===== config.mk =====
export PLATFORM = sky130hd
export DESIGN_NAME = exc_entry_seq
export DESIGN_NICKNAME = d
export VERILOG_FILES = /design/src/rtl/exc_pkg.sv /design/src/rtl/exc_classify.sv /design/src/rtl/exc_sr_unit.sv /design/src/rtl/exc_mem_seq.sv /design/src/rtl/exc_entry_seq.sv
export SDC_FILE = /design/constraint.sdc
export NUM_CORES = 1
export LEC_CHECK = 0
export ABC_AREA = 1
export ABC_CLOCK_PERIOD_IN_PS = 7600
export BUFFER_PORTS_ARGS = -buffer_cell sky130_fd_sc_hd__buf_2
export CORE_UTILIZATION = 45
export CTS_CLUSTER_DIAMETER = 80
export DETAILED_ROUTE_END_ITERATION = 10
export GPL_TIMING_DRIVEN = 0
export PLACE_DENSITY = 0.72
export SYNTH_ARGS = -nofsm -noshare
export SYNTH_HDL_FRONTEND = slang
export SYNTH_SLANG_ARGS = --single-unit

===== constraint.sdc =====
create_clock -name clk_i -period 7.6 [get_ports clk_i]
set_input_delay 1.14 -clock clk_i [delete_from_list [all_inputs] [get_ports clk_i]]
set_output_delay 1.14 -clock clk_i [all_outputs]
set_load 0.01 [all_outputs]

===== src/rtl/exc_pkg.sv =====
package exc_pkg;
  localparam int unsigned OP_W  = 16;
  localparam int unsigned VEC_W = 8;

  localparam logic [VEC_W-1:0] VEC_ILLEGAL   = 8'd4;
  localparam logic [VEC_W-1:0] VEC_DIV_ZERO  = 8'd5;
  localparam logic [VEC_W-1:0] VEC_BOUNDS    = 8'd6;
  localparam logic [VEC_W-1:0] VEC_OVERFLOW  = 8'd7;
  localparam logic [VEC_W-1:0] VEC_LINE_A    = 8'd10;
  localparam logic [VEC_W-1:0] VEC_LINE_F    = 8'd11;
  localparam logic [VEC_W-1:0] VEC_TRAP_BASE = 8'd32;

  typedef enum logic [1:0] {
    ST_IDLE,
    ST_PUSH,
    ST_FETCH,
    ST_DONE
  } seq_state_e;
endpackage


===== src/rtl/exc_classify.sv =====
module exc_classify
  import exc_pkg::*;
(
  input  logic [OP_W-1:0]  opcode_i,
  input  logic             trap_i,
  input  logic             trapv_ovf_i,
  input  logic             chk_oob_i,
  input  logic             div_zero_i,
  output logic             hit_o,
  output logic [VEC_W-1:0] vector_o
);
  localparam int NPAT = 3;
  localparam logic [OP_W-1:0] ILL_PAT [NPAT] = '{16'h4AFA, 16'h4AFB, 16'h4AFC};

  logic [NPAT-1:0] pat_hit;
  logic            line_a;
  logic            line_f;

  for (genvar g = 0; g < NPAT; g++) begin : g_pat
    assign pat_hit[g] = (opcode_i == ILL_PAT[g]);
  end

  assign line_a = (opcode_i[OP_W-1 -: 4] == 4'hA);
  assign line_f = (opcode_i[OP_W-1 -: 4] == 4'hF);

  // opcode rules outrank execute flags
  always_comb begin
    hit_o    = 1'b1;
    vector_o = '0;
    if (|pat_hit)        vector_o = VEC_ILLEGAL;
    else if (line_a)     vector_o = VEC_LINE_A;
    else if (line_f)     vector_o = VEC_LINE_F;
    else if (trap_i)     vector_o = VEC_TRAP_BASE + {4'd0, opcode_i[3:0]};
    else if (div_zero_i) vector_o = VEC_DIV_ZERO;
    else if (chk_oob_i)  vector_o = VEC_BOUNDS;
    else if (trapv_ovf_i) vector_o = VEC_OVERFLOW;
    else                 hit_o    = 1'b0;
  end
endmodule


===== src/rtl/exc_sr_unit.sv =====
module exc_sr_unit #(
  parameter int unsigned          SR_W     = 16,
  parameter int unsigned          S_BIT    = 13,
  parameter int unsigned          T_BIT    = 15,
  parameter logic [SR_W-1:0]      RESET_SR = 16'h2700
) (
  input  logic            clk_i,
  input  logic            rst_ni,
  input  logic            enter_i,
  input  logic            wr_i,
  input  logic [SR_W-1:0] wdata_i,
  output logic [SR_W-1:0] sr_o,
  output logic [SR_W-1:0] saved_o
);
  localparam logic [SR_W-1:0] KEEP_MASK = ~((SR_W'(1) << S_BIT) | (SR_W'(1) << T_BIT));

  logic [SR_W-1:0] sr_q;
  logic [SR_W-1:0] saved_q;
  logic [SR_W-1:0] sr_entry;

  always_comb begin
    sr_entry        = sr_q;
    sr_entry[S_BIT] = 1'b1;
    sr_entry[T_BIT] = 1'b0;
  end

  always_ff @(posedge clk_i or negedge rst_ni) begin
    if (!rst_ni) begin
      sr_q    <= RESET_SR;
      saved_q <= RESET_SR;
    end else if (enter_i) begin
      saved_q <= sr_q;
      sr_q    <= sr_entry;
    end else if (wr_i) begin
      sr_q <= wdata_i;
    end
  end

  assign sr_o    = sr_q;
  assign saved_o = saved_q;

  // supervisor on, trace off, old value kept for the frame
  p_sup_entry_r5: assert property (@(posedge clk_i) disable iff (!rst_ni)
    enter_i |=> sr_o[S_BIT] && !sr_o[T_BIT] && (saved_o == $past(sr_o)));

  // other bits untouched by entry
  p_keep_bits_r5: assert property (@(posedge clk_i) disable iff (!rst_ni)
    enter_i |=> (sr_o & KEEP_MASK) == ($past(sr_o) & KEEP_MASK));
endmodule


===== src/rtl/exc_mem_seq.sv =====
module exc_mem_seq
  import exc_pkg::*;
#(
  parameter int unsigned AW   = 32,
  parameter int unsigned DW   = 16,
  parameter int unsigned SR_W = 16
) (
  input  logic             clk_i,
  input  logic             rst_ni,
  input  logic             start_i,
  input  logic [VEC_W-1:0] vector_i,
  input  logic [AW-1:0]    ret_pc_i,
  input  logic [AW-1:0]    ssp_i,
  input  logic [SR_W-1:0]  sr_copy_i,
  output logic             mem_req_o,
  output logic             mem_we_o,
  output logic [AW-1:0]    mem_addr_o,
  output logic [DW-1:0]    mem_wdata_o,
  input  logic             mem_ack_i,
  input  logic [DW-1:0]    mem_rdata_i,
  output logic             busy_o,
  output logic             pc_valid_o,
  output logic [AW-1:0]    pc_o,
  output logic [AW-1:0]    ssp_o,
  output logic [VEC_W-1:0] vector_o
);
  localparam int unsigned WORDS       = AW / DW;
  localparam int unsigned BYTES       = DW / 8;
  localparam int unsigned FRAME       = WORDS + 1;
  localparam int unsigned FRAME_BYTES = FRAME * BYTES;
  localparam int unsigned VEC_SCALE   = AW / 8;
  localparam int unsigned STEP_W      = $clog2(FRAME + 1);

  seq_state_e        state_q;
  logic [STEP_W-1:0] step_q;
  logic [VEC_W-1:0]  vec_q;
  logic [AW-1:0]     ret_q;
  logic [AW-1:0]     ssp_q;
  logic [AW-1:0]     handler_q;
  logic              last_push;
  logic              last_fetch;
  logic [AW-1:0]     push_addr;
  logic [AW-1:0]     fetch_addr;

  assign last_push  = (step_q == STEP_W'(FRAME - 1));
  assign last_fetch = (step_q == STEP_W'(WORDS - 1));
  assign push_addr  = ssp_q - AW'((32'(step_q) + 1) * BYTES);
  assign fetch_addr = AW'(vec_q) * AW'(VEC_SCALE) + AW'(32'(step_q) * BYTES);

  // frame: return PC low word first, status word last (lowest address)
  always_comb begin
    mem_req_o   = (state_q == ST_PUSH) || (state_q == ST_FETCH);
    mem_we_o    = (state_q == ST_PUSH);
    mem_addr_o  = (state_q == ST_PUSH) ? push_addr : fetch_addr;
    mem_wdata_o = '0;
    if (state_q == ST_PUSH) begin
      if (32'(step_q) < WORDS) mem_wdata_o = ret_q[int'(step_q)*DW +: DW];
      else                     mem_wdata_o = DW'(sr_copy_i);
    end
  end

  always_ff @(posedge clk_i or negedge rst_ni) begin
    if (!rst_ni) begin
      state_q   <= ST_IDLE;
      step_q    <= '0;
      vec_q     <= '0;
      ret_q     <= '0;
      ssp_q     <= '0;
      handler_q <= '0;
    end else begin
      unique case (state_q)
        ST_IDLE: begin
          if (start_i) begin
            vec_q   <= vector_i;
            ret_q   <= ret_pc_i;
            ssp_q   <= ssp_i;
            step_q  <= '0;
            state_q <= ST_PUSH;
          end
        end
        ST_PUSH: begin
          if (mem_ack_i) begin
            if (last_push) begin
              step_q  <= '0;
              state_q <= ST_FETCH;
            end else begin
              step_q <= step_q + 1'b1;
            end
          end
        end
        ST_FETCH: begin
          if (mem_ack_i) begin
            // high word first
            handler_q[(WORDS-1-int'(step_q))*DW +: DW] <= mem_rdata_i;
            if (last_fetch) state_q <= ST_DONE;
            else            step_q  <= step_q + 1'b1;
          end
        end
        ST_DONE: state_q <= ST_IDLE;
        default: state_q <= ST_IDLE;
      endcase
    end
  end

  assign busy_o     = (state_q != ST_IDLE);
  assign pc_valid_o = (state_q == ST_DONE);
  assign pc_o       = handler_q;
  assign ssp_o      = ssp_q - AW'(FRAME_BYTES);
  assign vector_o   = vec_q;

  // access held until acknowledged
  p_hold_req_r8: assert property (@(posedge clk_i) disable iff (!rst_ni)
    mem_req_o && !mem_ack_i |=> mem_req_o && $stable(mem_addr_o)
                               && $stable(mem_we_o) && $stable(mem_wdata_o));

  // word accesses are aligned
  p_aligned_r7: assert property (@(posedge clk_i) disable iff (!rst_ni)
    mem_req_o |-> (mem_addr_o[0] == 1'b0));

  // new PC is a single-cycle pulse that ends the entry
  p_pc_pulse_r7: assert property (@(posedge clk_i) disable iff (!rst_ni)
    pc_valid_o |=> !pc_valid_o && !busy_o);

  // writes never follow reads within one entry
  p_push_then_fetch_r6: assert property (@(posedge clk_i) disable iff (!rst_ni)
    mem_req_o && !mem_we_o |=> !mem_we_o);
endmodule


===== src/rtl/exc_entry_seq.sv =====
module exc_entry_seq
  import exc_pkg::*;
#(
  parameter int unsigned     AW       = 32,
  parameter int unsigned     DW       = 16,
  parameter int unsigned     SR_W     = 16,
  parameter int unsigned     S_BIT    = 13,
  parameter int unsigned     T_BIT    = 15,
  parameter logic [SR_W-1:0] RESET_SR = 16'h2700
) (
  input  logic             clk_i,
  input  logic             rst_ni,
  input  logic             req_i,
  input  logic [OP_W-1:0]  opcode_i,
  input  logic [AW-1:0]    next_pc_i,
  input  logic             trap_i,
  input  logic             trapv_ovf_i,
  input  logic             chk_oob_i,
  input  logic             div_zero_i,
  input  logic [AW-1:0]    ssp_i,
  input  logic             sr_wr_i,
  input  logic [SR_W-1:0]  sr_wdata_i,
  output logic [SR_W-1:0]  sr_o,
  output logic             busy_o,
  output logic             mem_req_o,
  output logic             mem_we_o,
  output logic [AW-1:0]    mem_addr_o,
  output logic [DW-1:0]    mem_wdata_o,
  input  logic             mem_ack_i,
  input  logic [DW-1:0]    mem_rdata_i,
  output logic             pc_valid_o,
  output logic [AW-1:0]    pc_o,
  output logic [AW-1:0]    ssp_o,
  output logic [VEC_W-1:0] vector_o
);
  logic             cls_hit;
  logic [VEC_W-1:0] cls_vec;
  logic             accept;
  logic             sr_wr_ok;
  logic [SR_W-1:0]  sr_saved;

  exc_classify u_classify (
    .opcode_i    (opcode_i),
    .trap_i      (trap_i),
    .trapv_ovf_i (trapv_ovf_i),
    .chk_oob_i   (chk_oob_i),
    .div_zero_i  (div_zero_i),
    .hit_o       (cls_hit),
    .vector_o    (cls_vec)
  );

  // one entry at a time; entry outranks a same-cycle SR write
  assign accept   = req_i && cls_hit && !busy_o;
  assign sr_wr_ok = sr_wr_i && !busy_o && !accept;

  exc_sr_unit #(
    .SR_W     (SR_W),
    .S_BIT    (S_BIT),
    .T_BIT    (T_BIT),
    .RESET_SR (RESET_SR)
  ) u_sr (
    .clk_i   (clk_i),
    .rst_ni  (rst_ni),
    .enter_i (accept),
    .wr_i    (sr_wr_ok),
    .wdata_i (sr_wdata_i),
    .sr_o    (sr_o),
    .saved_o (sr_saved)
  );

  exc_mem_seq #(
    .AW   (AW),
    .DW   (DW),
    .SR_W (SR_W)
  ) u_seq (
    .clk_i       (clk_i),
    .rst_ni      (rst_ni),
    .start_i     (accept),
    .vector_i    (cls_vec),
    .ret_pc_i    (next_pc_i),
    .ssp_i       (ssp_i),
    .sr_copy_i   (sr_saved),
    .mem_req_o   (mem_req_o),
    .mem_we_o    (mem_we_o),
    .mem_addr_o  (mem_addr_o),
    .mem_wdata_o (mem_wdata_o),
    .mem_ack_i   (mem_ack_i),
    .mem_rdata_i (mem_rdata_i),
    .busy_o      (busy_o),
    .pc_valid_o  (pc_valid_o),
    .pc_o        (pc_o),
    .ssp_o       (ssp_o),
    .vector_o    (vector_o)
  );

  // accepted request raises busy next cycle
  p_accept_busy_r9: assert property (@(posedge clk_i) disable iff (!rst_ni)
    req_i && cls_hit && !busy_o |=> busy_o);

  // busy holds until the new PC is out
  p_busy_hold_r9: assert property (@(posedge clk_i) disable iff (!rst_ni)
    busy_o && !pc_valid_o |=> busy_o);

  // a request without a cause leaves the block idle
  p_no_cause_r10: assert property (@(posedge clk_i) disable iff (!rst_ni)
    req_i && !cls_hit && !busy_o && !sr_wr_i |=> !busy_o && $stable(sr_o));

  // fixed illegal patterns map to vector 4
  p_illegal_vec_r1: assert property (@(posedge clk_i) disable iff (!rst_ni)
    req_i && !busy_o && (opcode_i inside {16'h4AFA, 16'h4AFB, 16'h4AFC})
    |=> vector_o == 8'd4);

  // writes are dropped while busy
  p_wr_busy_r12: assert property (@(posedge clk_i) disable iff (!rst_ni)
    busy_o && $past(busy_o) && !pc_valid_o |=> $stable(sr_o));
endmodule


== Word-level counts from Yosys, hierarchy flattened ==
Index checks and enable logic that the tools add are counted.
Operators by class
  add/subtract/negate cells: 8
  $mul: 0
  divide/modulo/power cells: 0
  magnitude comparators: 1
  equality and inequality tests: 16
  shift operators: 3
  mux-type cells: 32
  bitwise operators: 1
  reduce and logical (&&, ||, !) cells: 17
Operators by type and width (number)
  16-bit 2-to-1 mux: 4
  16-bit by 15-bit == test with 1-bit output, second input constant: 3
  8-bit 2-to-1 mux: 6
  32-bit negator with 34-bit output: 1
  16-bit by 34-bit variable shift with 32-bit output, first input constant: 1
  16-bit by 34-bit indexed part select with 32-bit output: 1
  32-bit bitwise mux: 1
  32-bit 2-to-1 mux: 1
  32-bit by 7-bit indexed part select with 16-bit output: 1
  32-bit by 3-bit subtractor with 32-bit output, second input constant: 1
  32-bit subtractor: 1
  2-bit 2-to-1 mux: 10
  10-bit by 3-bit adder with 11-bit output: 1
  5-bit AND reduction: 2
  4-bit == test, second input constant: 2
  2-bit one-hot mux with 4 select lines: 1
  6-bit by 4-bit adder with 7-bit output, first input constant: 1
  1-bit 2-to-1 mux: 7
  2-bit == test, second input constant: 3
  2-bit by 1-bit != test with 1-bit output, second input constant: 3
  2-bit != test, second input constant: 3
  2-bit one-hot mux with 3 select lines: 1
  2-bit AND reduction: 3
  2-bit by 1-bit == test with 1-bit output, second input constant: 2
  other kinds (13): 18
Word-level totals
  register bits: 140
  latch bits: 0
  memory bits (writable): 0
  ROM bits: 0
  input bits: 121
  output and inout bits: 140
  logic and storage cells: 87
  memories kept: 0

== Depth between registers and ports, before layout ==
  depth in word-level cells: 13
  depth in mapped cells: 14
  mapped depth without buffers: 12

== Hierarchy ==
Synthesis repeated with hierarchy kept, for this count alone.
Second synthesis, totals
  cell total of the unflattened synthesis: 1022
  area, all modules: 8120.3 µm²
By module, submodules not included
  exc_mem_seq: times used 1, cells an instance 806, area an instance 6452.4 µm², seq. area each 2702.6 µm²
  exc_sr_unit: times used 1, cells an instance 139, area an instance 1323.8 µm², seq. area each 810.8 µm²
  exc_classify: times used 1, cells an instance 71, area an instance 321.6 µm², seq. area each 0.0 µm²
  exc_entry_seq: times used 1, cells an instance 6, area an instance 22.5 µm², seq. area each 0.0 µm²

== Worst setup path after synthesis ==
OpenSTA, ideal clock, no wires.
  kind: register to output
  from: register u_seq.step_q[1]
  to: output port mem_addr_o[29]
  data arrival time: 2650 ps
  data required time: 6460 ps
  path slack: 3810 ps
  stages on the path, launching flop included: 14
  buffers on the path: 2
  cells stage by stage: dfrtp_1 > clkbuf_1 > clkbuf_1 > inv_1 > ha_1 > inv_1 > fa_1 > nand2_1 > nand2_1 > nor2_1 > nand2_1 > nor2_1 > o21ai_0 > a21oi_1
On the way
  word-level cells in the longest chain between the ends: 3
Ends and longest elaborated chain
  from (decl): line exc_mem_seq.sv:35  | logic [STEP_W-1:0] step_q;
  from (signal assigned): line exc_mem_seq.sv:87  | step_q <= step_q + 1'b1;
  from (signal assigned): line exc_mem_seq.sv:96  | else step_q <= step_q + 1'b1;
  2-bit by 1-bit adder with 3-bit output: line exc_mem_seq.sv:47  | assign push_addr = ssp_q - AW'((32'(step_q) + 1) * BYTES);
  32-bit subtractor: line exc_mem_seq.sv:47
  32-bit 2-to-1 mux: line exc_mem_seq.sv:54  | mem_addr_o = (state_q == ST_PUSH) ? push_addr : fetch_addr;
  to (decl): line exc_entry_seq.sv:27  | output logic [AW-1:0] mem_addr_o,
No other way between the ends.

== Worst setup path after layout ==
Same ends and word-level chain as after synthesis.

==> flow_metrics.tcl <==
set metrics [dict create \
    setup-violations-final 0 \
    fp.dieH_um 132 \
    period_needed_ps 5150 \
    timing_max_transition_violations_final 0 \
    start_util 0.460 \
    post_cts_hold_buffer_count 0 \
    r2r_end "u_seq.pc_o[11]$_DFFE_PN0P_" \
    antenna_found_initial 0 \
    boundaryPins 261 \
    total_number_of_placement_rows 47 \
    overflow 0 \
    area_overhead_of_the_layout_relative_to_synthesis_pct 29.2 \
    clock_insertion_delay_worst_skew_ps 420 \
    die_area_mm2 0.0175 \
    cts_tree "done" \
    unrepaired_setup_endpoints_after_global_routing "false" \
    ant_nets 0 \
    post-cts-setup-buffer-count 0 \
    drv.max_cap_violation_count 0 \
    die_span_in_x_um 132 \
    fin_worst_skew_ps 7.47 \
    route.final.wire_length_um 24400 \
    cp-endpoint "mem_addr_o[29]" \
    r2r.worst_path.cells 9 \
    synth_top_area_share 0.424 \
    synthDistinctLibCells 32 \
    detail_route.vias_per_cell 5.05 \
    cts-root-to-sink-buffers 2 \
    grt_max_degree 76 \
    number_of_nets_in_the_finished_design 1453 \
    worstPathMaxFanout 10 \
    num_vias 7826 \
    placement.io_buffers 257 \
    n_antenna_cell 0 \
    cts.clk_slew.worst_paths_ps 60 \
    wire_per_inst_um 15.8 \
    detail_route.iter0.violations 401 \
    mappedNetlistArea_mm2 0.00762 \
    fin_hold_ws_ps 478 \
    final-hold-violation-count 0 \
    cp.arrival_ps 4010 \
    postSynthCellCount 1037 \
    vdd_ir_drop_max_mv 0.191 \
    power.static_leakage_nw 5.35 \
    synth_top_flop_cell "sky130_fd_sc_hd__dfrtp_1" \
    synth-seq-area-share 0.451 \
    detail_placement_hpwl_um 18700 \
    post_layout_nonfiller_instances 1549 \
    worst-r2r-setup-slack_ps 4720 \
    htree_num_levels 4 \
    drc_errors 0 \
    fin_crit_sh 0.678 \
    setup.worst_path.class "reg -> out" \
    crit_path_start_kind "flop" \
    post_synth_edffs 0 \
    avgSynthCellArea_um2 7.35 \
    num_clock_sinks 137 \
    first_pass_iters 5 \
    synth_seq_cells 137 \
    worst_slew_pin_slew_ps 675 \
    finalPower_mw 4.09 \
    placeableCoreArea_mm2 0.0166 \
    first_global_vias 7513 \
    end_kind "output pin" \
    timing.critical_path.required_ps 6460 \
    share_of_final_layout_standard_cells_stronger_than_drive_strength_1 0.245 \
    yosys_warnings 0 \
    tns_ps 0 \
    place_congestion 0.936 \
    synthTopCellsByArea "sky130_fd_sc_hd__dfrtp_1 (42%), sky130_fd_sc_hd__nand2_1 (16%), sky130_fd_sc_hd__o21ai_0 (7.0%), sky130_fd_sc_hd__inv_1 (5.8%), sky130_fd_sc_hd__o21ai_1 (4.3%)" \
    root_buffer "sky130_fd_sc_hd__clkbuf_16" \
    cts-buffers-inserted 17 \
    fmax_mhz 194 \
    normalized_max_slew_margin 0.550 \
    post_cts.resized_instances 0 \
    grt_pass1_wl_um 38700 \
    global_route.usage.total 0.288 \
    run_status "finished clean" \
    synth-async-reset-ratio 1.00 \
    worst_setup_path_startpoint "u_seq.step_q[1]$_DFFE_PN0P_" \
    min-delay-path-class "reg -> reg" \
    power.density_cell_area_mw_per_mm2 415 \
    final_critical_path_setup_slack_ps 2450 \
    post-synth-top-area-cell "sky130_fd_sc_hd__dfrtp_1" \
    dp_slack_ps 2900 \
    start_of_the_worst_register_to_register_path "u_seq.step_q[1]$_DFFE_PN0P_" \
    placed_cells 1517 \
]
[power by group]
group | internal, mW | total (mW) | leakage (nW) | switching, mW
clock network | 0.553 | 0.877 | 0.304 | 0.323
registers | 1.04 | 1.26 | 1.72 | 0.223
logic | 0.685 | 1.95 | 3.32 | 1.27
[layer usage]
metal,global-route usage,up-vias,part of all wire
li1,-,3857,-
met1,0.370,3586,0.43
met2,0.476,331,0.48
met3,0.0519,52,0.067
met4,0.124,0,0.031
met5,0,-,0
[metrics by stage]
step,instance area (µm²),util
2_1_floorplan,7630,-
3_3_place_gp,9190,0.554
3_5_place_dp,9230,0.556
4_1_cts,9850,0.594
5_1_grt,9850,0.594
6_report,9850,0.594
[state kept, by name, summed over array words and instances (netlist names)]
| register | cells |
|---|---|
| u_seq.state_q | 2 |
| u_sr.sr_o | 16 |
| u_sr.saved_o | 16 |
| u_seq.ssp_q | 32 |
| u_seq.ret_q | 32 |
| u_seq.step_q | 2 |
| u_seq.pc_o | 32 |
| u_seq.vector_o | 5 |
[cell usage after synthesis, types with 3 or more instances]
cell and count:
sky130_fd_sc_hd__buf_2 6, sky130_fd_sc_hd__buf_6 9, sky130_fd_sc_hd__inv_1 118, sky130_fd_sc_hd__dfrtp_1 129
sky130_fd_sc_hd__nand4_1 3, sky130_fd_sc_hd__o21ai_0 107, sky130_fd_sc_hd__buf_4 8, sky130_fd_sc_hd__xor2_1 30
sky130_fd_sc_hd__nand2_1 320, sky130_fd_sc_hd__clkbuf_1 27, sky130_fd_sc_hd__nand3_1 40, sky130_fd_sc_hd__dfstp_2 8
sky130_fd_sc_hd__nor2_1 77, sky130_fd_sc_hd__nor3_1 15, sky130_fd_sc_hd__o21ai_1 65, sky130_fd_sc_hd__a21oi_1 42
sky130_fd_sc_hd__ha_1 15
[logic make-up (layout without fill, tap and decap cells)]
group           after synthesis  count (layout)  synth area share
flops                       137             137             0.451
compound gates              219             219             0.145
fa+ha+maj                    16              16            0.0272
xor+xnor                     30              30            0.0345
buf+inv                     169             459            0.0970
other cells                   1               3          0.000492
simple gates                465             465             0.245
[layout by cell type (no fill, tap or decap), types with 2 or more instances in the layout]
cell / instances
sky130_fd_sc_hd__o21ai_0: 107
sky130_fd_sc_hd__ha_1: 15
sky130_fd_sc_hd__xor2_1: 30
sky130_fd_sc_hd__a21oi_1: 42
sky130_fd_sc_hd__buf_2: 262
sky130_fd_sc_hd__clkbuf_8: 4
sky130_fd_sc_hd__nor3b_1: 2
sky130_fd_sc_hd__inv_1: 118
sky130_fd_sc_hd__nand2_2: 2
sky130_fd_sc_hd__clkbuf_1: 29
sky130_fd_sc_hd__buf_4: 8
sky130_fd_sc_hd__nand4_1: 3
sky130_fd_sc_hd__dfrtp_1: 129
sky130_fd_sc_hd__clkbuf_16: 17
sky130_fd_sc_hd__o21ai_1: 65
sky130_fd_sc_hd__conb_1: 3
sky130_fd_sc_hd__o22ai_1: 2
sky130_fd_sc_hd__buf_6: 10
sky130_fd_sc_hd__dfstp_2: 8
sky130_fd_sc_hd__nand2_1: 320
sky130_fd_sc_hd__nor3_1: 15
sky130_fd_sc_hd__nand3_1: 40
sky130_fd_sc_hd__clkinv_4: 3
sky130_fd_sc_hd__bufinv_16: 3
sky130_fd_sc_hd__nor2_1: 77
[layout make-up]
class	instances	area (µm²)
Buffer	50	293
Clock buffer	23	488
Clock inverter	9	138
Fill cell	1611	6730
Inverter	119	447
Multi-Input combinational cell	733	3450
Sequential cell	137	3440
Tap cell	220	275
Timing Repair Buffer	258	1320
[how the worst min path moves through the flow]
stage | from | to | slack, ps | cells past startpoint
6_report | u_seq.ret_q[31]$_DFFE_PN0P_ | u_seq.ret_q[31]$_DFFE_PN0P_ | 480 | 2
3_3_place_gp | u_seq.pc_o[16]$_DFFE_PN0P_ | u_seq.pc_o[16]$_DFFE_PN0P_ | 460 | 2
4_1_cts | u_seq.ret_q[19]$_DFFE_PN0P_ | u_seq.ret_q[19]$_DFFE_PN0P_ | 480 | 2
5_1_grt | u_seq.ret_q[18]$_DFFE_PN0P_ | u_seq.ret_q[18]$_DFFE_PN0P_ | 500 | 2
3_5_place_dp | u_seq.ret_q[19]$_DFFE_PN0P_ | u_seq.ret_q[19]$_DFFE_PN0P_ | 460 | 2
2_1_floorplan | u_seq.ret_q[16]$_DFFE_PN0P_ | u_seq.ret_q[16]$_DFFE_PN0P_ | 450 | 2
[critical path, cell delays in order, from the launching register on]
cell	delay [ps]
sky130_fd_sc_hd__dfrtp_1	410
sky130_fd_sc_hd__clkbuf_1	280
sky130_fd_sc_hd__clkbuf_1	420
sky130_fd_sc_hd__inv_1	130
sky130_fd_sc_hd__ha_1	330
sky130_fd_sc_hd__inv_1	90
sky130_fd_sc_hd__fa_1	410
sky130_fd_sc_hd__nand2_1	100
sky130_fd_sc_hd__nand2_1	120
sky130_fd_sc_hd__nor2_1	400
sky130_fd_sc_hd__nand2_1	180
sky130_fd_sc_hd__nor2_1	180
sky130_fd_sc_hd__o21ai_0	90
sky130_fd_sc_hd__a21oi_1	260
sky130_fd_sc_hd__buf_2	190
(Power assumes the default switching activity.)
